==> src/rtl/dmach_pkg.sv <==
package dmach_pkg;
  localparam int CW_SOP_BIT    = 31;
  localparam int CW_EOP_BIT    = 30;
  localparam int CW_OWN_BIT    = 29;
  localparam int CW_EOQ_BIT    = 28;
  localparam int CW_TDC_BIT    = 27;
  localparam int CW_DIREN_BIT  = 20;
  localparam int CW_PORT_LSB   = 16;
  localparam int CW_PORT_W     = 3;
  localparam logic [31:0] TD_SENTINEL = 32'hFFFF_FFFC;

  typedef enum logic [3:0] {
    ST_IDLE, ST_NEXT, ST_BUF, ST_LEN, ST_MODE,
    ST_DATA, ST_PUSH, ST_DRAIN, ST_CHK, ST_WB
  } walk_st_t;
endpackage

==> src/rtl/dmach_byte_ser.sv <==
module dmach_byte_ser #(
  parameter int WORD_W = 32,
  localparam int LANES = WORD_W / 8,
  localparam int LW    = $clog2(LANES),
  localparam int CW    = $clog2(LANES + 1)
) (
  input  logic              clk,
  input  logic              rst,
  input  logic              ld,
  input  logic [WORD_W-1:0] ld_word,
  input  logic [LW-1:0]     ld_lane,
  input  logic [CW-1:0]     ld_cnt,
  input  logic              ld_last,
  output logic              empty,
  output logic              o_valid,
  input  logic              o_ready,
  output logic [7:0]        o_data,
  output logic              o_last
);
  logic [WORD_W-1:0] word_q;
  logic [LW-1:0]     lane_q;
  logic [CW-1:0]     rem_q;
  logic              last_q;

  always_ff @(posedge clk) begin
    if (rst) begin
      word_q <= '0;
      lane_q <= '0;
      rem_q  <= '0;
      last_q <= 1'b0;
    end else if (ld) begin
      word_q <= ld_word;
      lane_q <= ld_lane;
      rem_q  <= ld_cnt;
      last_q <= ld_last;
    end else if (o_valid && o_ready) begin
      lane_q <= lane_q + 1'b1;
      rem_q  <= rem_q - 1'b1;
    end
  end

  assign o_valid = (rem_q != '0);
  assign o_data  = word_q[8*lane_q +: 8];
  assign o_last  = last_q && (rem_q == CW'(1));
  assign empty   = (rem_q == '0);


  stall_hold_chk: assert property (@(posedge clk) disable iff (rst)
    o_valid && !o_ready |=> o_valid && $stable(o_data) && $stable(o_last));

  load_when_empty_chk: assert property (@(posedge clk) disable iff (rst)
    ld |-> !o_valid);
endmodule

==> src/rtl/dmach_cp_reg.sv <==
module dmach_cp_reg
  import dmach_pkg::*;
#(
  parameter int AW = 32
) (
  input  logic          clk,
  input  logic          rst,
  input  logic          host_wr,
  input  logic [AW-1:0] host_data,
  input  logic          td_done,
  output logic [AW-1:0] cp_q
);
  always_ff @(posedge clk) begin
    if (rst)          cp_q <= '0;
    else if (td_done) cp_q <= TD_SENTINEL[AW-1:0];
    else if (host_wr) cp_q <= host_data;
  end


  sentinel_load_chk: assert property (@(posedge clk) disable iff (rst)
    td_done |=> cp_q == TD_SENTINEL[AW-1:0]);

  host_write_chk: assert property (@(posedge clk) disable iff (rst)
    host_wr && !td_done |=> cp_q == $past(host_data));
endmodule

==> src/rtl/desc_dma_chan.sv <==
module desc_dma_chan
  import dmach_pkg::*;
#(
  parameter int AW    = 32,
  parameter int DW    = 32,
  parameter int LEN_W = 11
) (
  input  logic          clk,
  input  logic          rst,
  input  logic          enable,
  input  logic          hp_wr,
  input  logic [AW-1:0] hp_wdata,
  input  logic          cp_wr,
  input  logic [AW-1:0] cp_wdata,
  output logic [AW-1:0] cp_rdata,
  input  logic          td_req,
  output logic          mem_req,
  output logic          mem_we,
  output logic [AW-1:0] mem_addr,
  output logic [DW-1:0] mem_wdata,
  input  logic          mem_gnt,
  input  logic          mem_rvalid,
  input  logic [DW-1:0] mem_rdata,
  output logic          out_valid,
  input  logic          out_ready,
  output logic [7:0]    out_data,
  output logic          out_last,
  output logic          out_port_en,
  output logic [2:0]    out_port,
  output logic          done_evt,
  output logic          err_evt,
  output logic          busy
);
  localparam int LANES = DW / 8;
  localparam int LW    = $clog2(LANES);
  localparam int CW    = $clog2(LANES + 1);

  walk_st_t          st;
  logic [AW-1:0]     desc_q, nxt_q, buf_q;
  logic [LEN_W-1:0]  left_q;
  logic [DW-1:0]     mode_q, word_q;
  logic              rq, pend, td_pend;

  logic              accept, rsp, ser_empty, ld, ld_last, td_done;
  logic [CW-1:0]     room, cnt;
  logic [LEN_W-1:0]  cnt_ext;

  assign accept = rq && mem_gnt;
  assign rsp    = pend && mem_rvalid;

  // bytes available in the current word, bounded by the bytes still owed
  assign room    = CW'(LANES) - CW'(buf_q[LW-1:0]);
  assign cnt     = (left_q < LEN_W'(room)) ? CW'(left_q) : room;
  assign cnt_ext = LEN_W'(cnt);
  assign ld      = (st == ST_PUSH) && ser_empty;
  assign ld_last = (left_q == cnt_ext);

  assign td_done = td_pend && ((st == ST_IDLE) || (st == ST_WB && accept));

  always_comb begin
    mem_addr = desc_q;
    case (st)
      ST_BUF:         mem_addr = desc_q + AW'(LANES);
      ST_LEN:         mem_addr = desc_q + AW'(2 * LANES);
      ST_MODE, ST_WB: mem_addr = desc_q + AW'(3 * LANES);
      ST_DATA:        mem_addr = {buf_q[AW-1:LW], {LW{1'b0}}};
      default:        mem_addr = desc_q;
    endcase
  end

  always_comb begin
    mem_wdata = mode_q;
    mem_wdata[CW_OWN_BIT] = 1'b0;
    if (nxt_q == '0) mem_wdata[CW_EOQ_BIT] = 1'b1;
    if (td_pend)     mem_wdata[CW_TDC_BIT] = 1'b1;
  end

  assign mem_req = rq;
  assign mem_we  = (st == ST_WB);
  assign busy    = (st != ST_IDLE);

  always_ff @(posedge clk) begin
    if (rst) begin
      st <= ST_IDLE;
      desc_q <= '0; nxt_q <= '0; buf_q <= '0; left_q <= '0;
      mode_q <= '0; word_q <= '0;
      rq <= 1'b0; pend <= 1'b0; td_pend <= 1'b0;
      done_evt <= 1'b0; err_evt <= 1'b0;
      out_port_en <= 1'b0; out_port <= '0;
    end else begin
      done_evt <= 1'b0;
      err_evt  <= 1'b0;
      if (td_req) td_pend <= 1'b1;
      if (accept) begin
        rq   <= 1'b0;
        pend <= !mem_we;
      end
      if (rsp) pend <= 1'b0;
      case (st)
        ST_IDLE: begin
          if (td_pend) td_pend <= 1'b0;
          else if (hp_wr && enable && hp_wdata != '0) begin
            desc_q <= hp_wdata;
            st <= ST_NEXT;
            rq <= 1'b1;
          end
        end
        ST_NEXT: if (rsp) begin nxt_q <= mem_rdata[AW-1:0]; st <= ST_BUF; rq <= 1'b1; end
        ST_BUF:  if (rsp) begin buf_q <= mem_rdata[AW-1:0]; st <= ST_LEN; rq <= 1'b1; end
        ST_LEN:  if (rsp) begin left_q <= mem_rdata[LEN_W-1:0]; st <= ST_MODE; rq <= 1'b1; end
        ST_MODE: if (rsp) begin
          mode_q <= mem_rdata;
          if (!mem_rdata[CW_OWN_BIT]) begin
            err_evt <= 1'b1;
            st <= ST_IDLE;
          end else begin
            out_port_en <= mem_rdata[CW_DIREN_BIT];
            out_port    <= mem_rdata[CW_PORT_LSB +: CW_PORT_W];
            if (left_q == '0) st <= ST_DRAIN;
            else begin st <= ST_DATA; rq <= 1'b1; end
          end
        end
        ST_DATA: if (rsp) begin word_q <= mem_rdata; st <= ST_PUSH; end
        ST_PUSH: if (ser_empty) begin
          buf_q  <= buf_q + AW'(cnt);
          left_q <= left_q - cnt_ext;
          if (ld_last) st <= ST_DRAIN;
          else begin st <= ST_DATA; rq <= 1'b1; end
        end
        ST_DRAIN: if (ser_empty) begin st <= ST_CHK; rq <= 1'b1; end
        ST_CHK:  if (rsp) begin nxt_q <= mem_rdata[AW-1:0]; st <= ST_WB; rq <= 1'b1; end
        ST_WB: if (accept) begin
          done_evt <= 1'b1;
          if (td_pend) begin
            td_pend <= 1'b0;
            st <= ST_IDLE;
          end else if (nxt_q == '0) begin
            st <= ST_IDLE;
          end else begin
            desc_q <= nxt_q;
            st <= ST_NEXT;
            rq <= 1'b1;
          end
        end
        default: st <= ST_IDLE;
      endcase
    end
  end

  dmach_byte_ser #(.WORD_W(DW)) u_ser (
    .clk(clk), .rst(rst),
    .ld(ld), .ld_word(word_q), .ld_lane(buf_q[LW-1:0]), .ld_cnt(cnt), .ld_last(ld_last),
    .empty(ser_empty),
    .o_valid(out_valid), .o_ready(out_ready), .o_data(out_data), .o_last(out_last)
  );

  dmach_cp_reg #(.AW(AW)) u_cp (
    .clk(clk), .rst(rst),
    .host_wr(cp_wr), .host_data(cp_wdata), .td_done(td_done), .cp_q(cp_rdata)
  );


  req_hold_chk: assert property (@(posedge clk) disable iff (rst)
    mem_req && !mem_gnt |=> mem_req && $stable(mem_addr) && $stable(mem_we));

  single_outstanding_chk: assert property (@(posedge clk) disable iff (rst)
    pend |-> !mem_req);

  release_owner_chk: assert property (@(posedge clk) disable iff (rst)
    mem_req && mem_we |-> !mem_wdata[CW_OWN_BIT]);

  err_idle_chk: assert property (@(posedge clk) disable iff (rst)
    err_evt |-> !busy && !out_valid);

  evt_excl_chk: assert property (@(posedge clk) disable iff (rst)
    $onehot0({done_evt, err_evt}));
endmodule

==> config.mk <==
export PLATFORM = sky130hd
export DESIGN_NAME = desc_dma_chan
export DESIGN_NICKNAME = d
export VERILOG_FILES = /design/src/rtl/dmach_pkg.sv /design/src/rtl/dmach_byte_ser.sv /design/src/rtl/dmach_cp_reg.sv /design/src/rtl/desc_dma_chan.sv
export SDC_FILE = /design/constraint.sdc
export NUM_CORES = 1
export LEC_CHECK = 0
export BUFFER_PORTS_ARGS = -buffer_cell sky130_fd_sc_hd__buf_2
export CORE_MARGIN = 10
export CORE_UTILIZATION = 57
export CTS_CLUSTER_SIZE = 8
export DETAILED_ROUTE_END_ITERATION = 16
export GPL_ROUTABILITY_DRIVEN = 0
export GPL_TIMING_DRIVEN = 0
export PLACE_DENSITY_LB_ADDON = 0.12
export SETUP_SLACK_MARGIN = 0.05
export SLEW_MARGIN = 20
export SYNTH_ARGS = -nofsm -noshare
export SYNTH_HDL_FRONTEND = slang
export SYNTH_SLANG_ARGS = --single-unit
==> constraint.sdc <==
create_clock -name clk -period 6 [get_ports clk]
set_input_delay 1.5 -clock clk [delete_from_list [all_inputs] [get_ports clk]]
set_output_delay 1.5 -clock clk [all_outputs]
set_load 0.05 [all_outputs]
# == Word level (Yosys, flattened, before mapping) ==
# Index checks and enable logic that the tools add are counted.
# word_totals
reg_bits,254
in_bits,105
output_inout_bits,115
elab_cells,154
# classes
n_addsub,8
magnitude_cmp,1
eq_ne,24
shifts,1
muxes,59
bitwise_logic,3
reduce_logical,38
# ops
cell,count
$mux W32,9
$pmux W32 S2,2
$pmux W32 S4,1
$add A32 B4 Y32 const B,2
$mux W4,11
$pmux W4 S10,1
$add A32 B3 Y32,1
$add A32 B3 Y32 const B,1
$logic_not A32 Y1,1
$reduce_bool A32 Y1,1
$shiftx A32 B6 Y8,1
$mux W1,22
$mux W11,2
$ne A2 B2 Y1 const B,11
$pmux W11 S2,1
$eq A4 B3 Y1 const B,4
$mux W3,4
$eq A11 B3 Y1,1
$logic_not A11 Y1,1
$lt A11 B3 Y1,1
$reduce_and A11 Y1,1
$sub A11 B3 Y11,1
$reduce_bool A2 Y1,5
$reduce_or A2 Y1,5
other kinds (24),44

# == Longest topological paths before layout ==
# logic_depth
word_depth,7
ltp_mapped,16
depth_no_buf,16

# == Hierarchy ==
# Synthesis repeated with hierarchy kept, for this count alone.
# unflattened
hier_cells,1660
hier_area_um2,13454.2
# by_module_without_submodules
module,n_inst,cells_each,area_each_um2,seq_area_each_um2
desc_dma_chan,1,1398,10497.6,3663.5
dmach_byte_ser,1,155,1737.9,760.7
dmach_cp_reg,1,107,1218.7,640.6

# == Least setup slack after synthesis ==
# Ideal clock, no wire load.
# synth_timing
path_kind,register to output
startpoint,register st[0]
endpoint,output mem_addr[20]
t_arrival_ns,4.340
required_time_ns,4.500
path_slack_ns,0.160
stages_incl_launch_ff,12
path_buffers,2
cell_sequence,dfxtp_1 -> clkbuf_1 -> clkbuf_1 -> nand2_1 -> o21ai_0 -> and2_1 -> inv_1 -> fa_1 -> nor3b_1 -> a22oi_1 -> or2_2 -> o311ai_0
# synth_via
elab_chain_len,3
word_cells_on_any_way,7
cone_classes,eq/ne (5); mux (1); reduce/logical (1)
# synth_lines
item,line_no,source
start: declaration,desc_dma_chan.sv:38,walk_st_t st;
start signal: assignment,desc_dma_chan.sv:84,st <= ST_IDLE;
start signal: assignment,desc_dma_chan.sv:104,st <= ST_NEXT;
start signal: assignment,desc_dma_chan.sv:108,ST_NEXT: if (rsp) begin nxt_q <= mem_rdata[AW-1:0]; st <= ST_BUF; rq <= 1'b1; end
$eq A4 B4 Y1 or $eq A4 B3 Y1 (tied branches),desc_dma_chan.sv:62,case (st)
$reduce_or A2 Y1,desc_dma_chan.sv:62,
$pmux W32 S4 (*),desc_dma_chan.sv:62,
end: declaration,desc_dma_chan.sv:19,"output logic [AW-1:0] mem_addr,"
# Mark *: on every way between the ends. The rest lies on a longest branch, timed or not.

# == Worst setup path after layout ==
# layout_timing
startpoint,register st[2]
endpoint,output mem_addr[20]
# The elaborated chain is that of the path after synthesis.

==> summary.txt <==
status = complete, no violations
period utilization = 97.3%
worst skew pair latency = 0.53 ns
Pwr Density = 297 nW/um^2
Mapped Cells = 1,679
Slew @ Worst Pin = 0.999 ns
die height = 171 um
Ys Warns = 0
final number of setup-violating endpoints = 0
final slew viol count = 0
Initial Utilization = 57.7%
WL per Instance = 22.3 um
top cells by instance count after synthesis = nand2_1 (341), dfxtp_1 (253), a21oi_1 (225)
Detailed Place HPWL = 36,600 um
Post-synth top flop = dfxtp_1
highest clock rate = 171 MHz
syn nets = 1,801
number of I/O pins = 220
most used cell, CP = clkbuf_2
sequential share of the synthesized area = 39.0%
1st-iter DRT viols = 1,945
Slew headroom = 33.4%
Async SR Flop Fraction = 0%
H-tree levels = 2
final core occ = 68.5%
final setup skew = 0.0270 ns
RSZ-0062 raised after global routing = no
Max clock buf depth = 3
slowest CP cell = o311ai_0
Post-synth EDFFs = 0
TritonCTS Sinks = 253
synthesized cell area = 13,000 um^2
DRC = 0
critical-path cell list = clkbuf_2, clkbuf_2, nand2_1, o21ai_0, and2_1, inv_1, fa_1, nor3b_1, a22oi_1, or2_2, o311ai_0, buf_2
first-pass GRT wire length = 74,700 um
Final Critical Period = 5.84 ns
Layout area overhead = 18.8%
Setup TNS Final = 0 ns
post-CTS setup buffer count = 0
buffers added on ports = 216
Layout Nets = 2,056
Routed Antenna Nets = 0
family with the most delay on the worst path = simple AND/OR/NAND/NOR gates
peak fanout along the critical path = 10
root buf cell = clkbuf_16
Cell variety after synth = 73
chip width = 171 um
count leader, synth = nand2_1
Reg clk slew, reported paths = 0.05 ns
max_cap viols = 0
Total Wirelength = 49,600 um
WS Path Type = reg2out
Crit path required time = 4.50 ns
post-synth top area share = 39.0%
total track usage = 32.6%
Setup crit start kind = flop
Crit path buffers/inverters = 4
CTS tree = done
antenna violations before repair = 0
Worst setup EP type = output pin
via count = 14,200
core area = 22,500 um^2
leak pwr = 6.27 nW
worst vdd ir = 0.209 mV
Filler cells = 1,932
largest net degree at the start of global routing = 11
Fin. Hold Viols = 0
Antenna Cells = 0
CTS Hold Bufs = 0
std cell rows = 55
Worst Path Arrival = 4.34 ns
die footprint = 29,200 um^2
CTS Buf Count = 37
HP Class = reg2reg
gr ovfl total = 0
Synth area leader = dfxtp_1
DR vias/cell = 6.40
vias in the first global route = 13,200
critical path's largest stage delay = 0.45 ns
flops & latches, synth = 253
layout cells sized above 1 = 16.6%
router iterations before antenna repair = 7
top cells by area, synth = dfxtp_1 (39%), nand2_1 (9.9%), a21oi_1 (8.7%), mux2i_1 (5.4%), nor2_1 (3.7%)
Synth Area per Inst = 7.73 um^2
[registers in the layout, summed over array words and instances (netlist names), 2 cells and up]
| register | cells |
|---|---|
| buf_q | 32 |
| st | 4 |
| u_cp.cp_q | 32 |
| out_port | 3 |
| desc_q | 32 |
| u_ser.rem_q | 3 |
| mode_q | 31 |
| left_q | 11 |
| u_ser.lane_q | 2 |
| u_ser.word_q | 32 |
| nxt_q | 32 |
| word_q | 32 |
[where the power goes]
| group | switching [mW] | total (mW) | internal, mW |
|---|---|---|---|
| Sequential | 0.0615 | 1.82 | 1.76 |
| Clock | 0.748 | 1.87 | 1.12 |
| Combinational | 0.649 | 0.891 | 0.243 |
| Total | 1.46 | 4.57 | 3.12 |
[through the flow]
stage	power, mW	setup WS (ns)	instances	hold slack, ns	area (um^2)
6_report	4.57	0.163	2221	0.450	15400
5_1_grt	4.71	0.0725	2221	0.470	15400
4_1_cts	4.56	0.0783	2221	0.453	15400
3_5_place_dp	2.72	0.591	2180	0.446	14400
3_3_place_gp	2.70	0.679	2180	0.438	14400
2_1_floorplan	2.43	0.160	1679	0.432	13000
[cells by family after synthesis]
kind of cell               count (synthesis)  synth area share [%]
and+or+nand+nor                          665                  22.9
AOI/OAI and AO/OA                        469                  22.3
DFF                                      253                  39.0
buffers and inverters                    180                  6.09
muxes                                     80                  6.96
adders and majority gates                 17                  1.81
xor gates and xnor gates                  14                 0.945
other                                      1                0.0289
[placed cells by master (no fill, tap or decap), drive strengths merged, types with 6 or more instances in the layout]
cell / count
nand2: 341
dfxtp: 253
buf: 252
a21oi: 225
clkbuf: 161
nor2: 129
mux2i: 70
o21ai: 52
a211oi: 49
nand3: 40
nor4: 28
nor3: 27
inv: 22
and3: 19
a21o: 18
nand4: 17
a31oi: 15
ha: 14
o22ai: 12
and2: 11
o211ai: 11
a22oi: 10
o31ai: 10
a221o: 9
xor2: 8
mux4: 8
nor2b: 7
o21bai: 7
and4: 7
or2: 7
or3: 6
xnor2: 6
nand2b: 6
a311oi: 6
or4: 6
[worst register-to-register path: stages (launching register included)]
cell	delay (ns)
dfxtp_1	0.36
or4_1	0.59
or4_1	0.58
a211o_1	0.36
mux2i_1	0.28
ha_1	0.25
fa_1	0.26
a21oi_1	0.14
or4_4	0.55
or4b_4	0.54
or2_0	0.23
or4_1	0.41
a31oi_1	0.18
[worst paths after layout]
path / startpoint / endpoint / slack, ns / depth (start not counted)
min reg2reg: u_ser.word_q[27] / u_ser.word_q[27] / 0.45 / 2
max: st[2] / mem_addr[20] / 0.16 / 12
max reg2reg: left_q[6] / buf_q[28] / 1.21 / 12
min: u_ser.word_q[27] / u_ser.word_q[27] / 0.45 / 2
[repair_timing]
item,CTS,global route
endpoints found under the hold margin,0,0
gates resized for setup,2,7
setup endpoints to repair,1,2
gates cloned,0,0
[layer usage]
metal	wire length, um	GRT usage, %
met5	0	0
met4	2430	15.2
met3	7030	8.82
met1	18800	42.1
met2	21300	49.8
[final cells by class]
class	instances	area (um^2)	area share, %
timing repair buffer	216	1080	7.01
buffer	159	718	4.66
tap	285	357	2.31
sequential	253	5060	32.8
inverter	21	78.8	0.511
clock inverter	3	41.3	0.268
clock buffer	38	951	6.17
multi-input combinational	1246	7130	46.2
No activity file was read; power rests on OpenSTA's default activity.
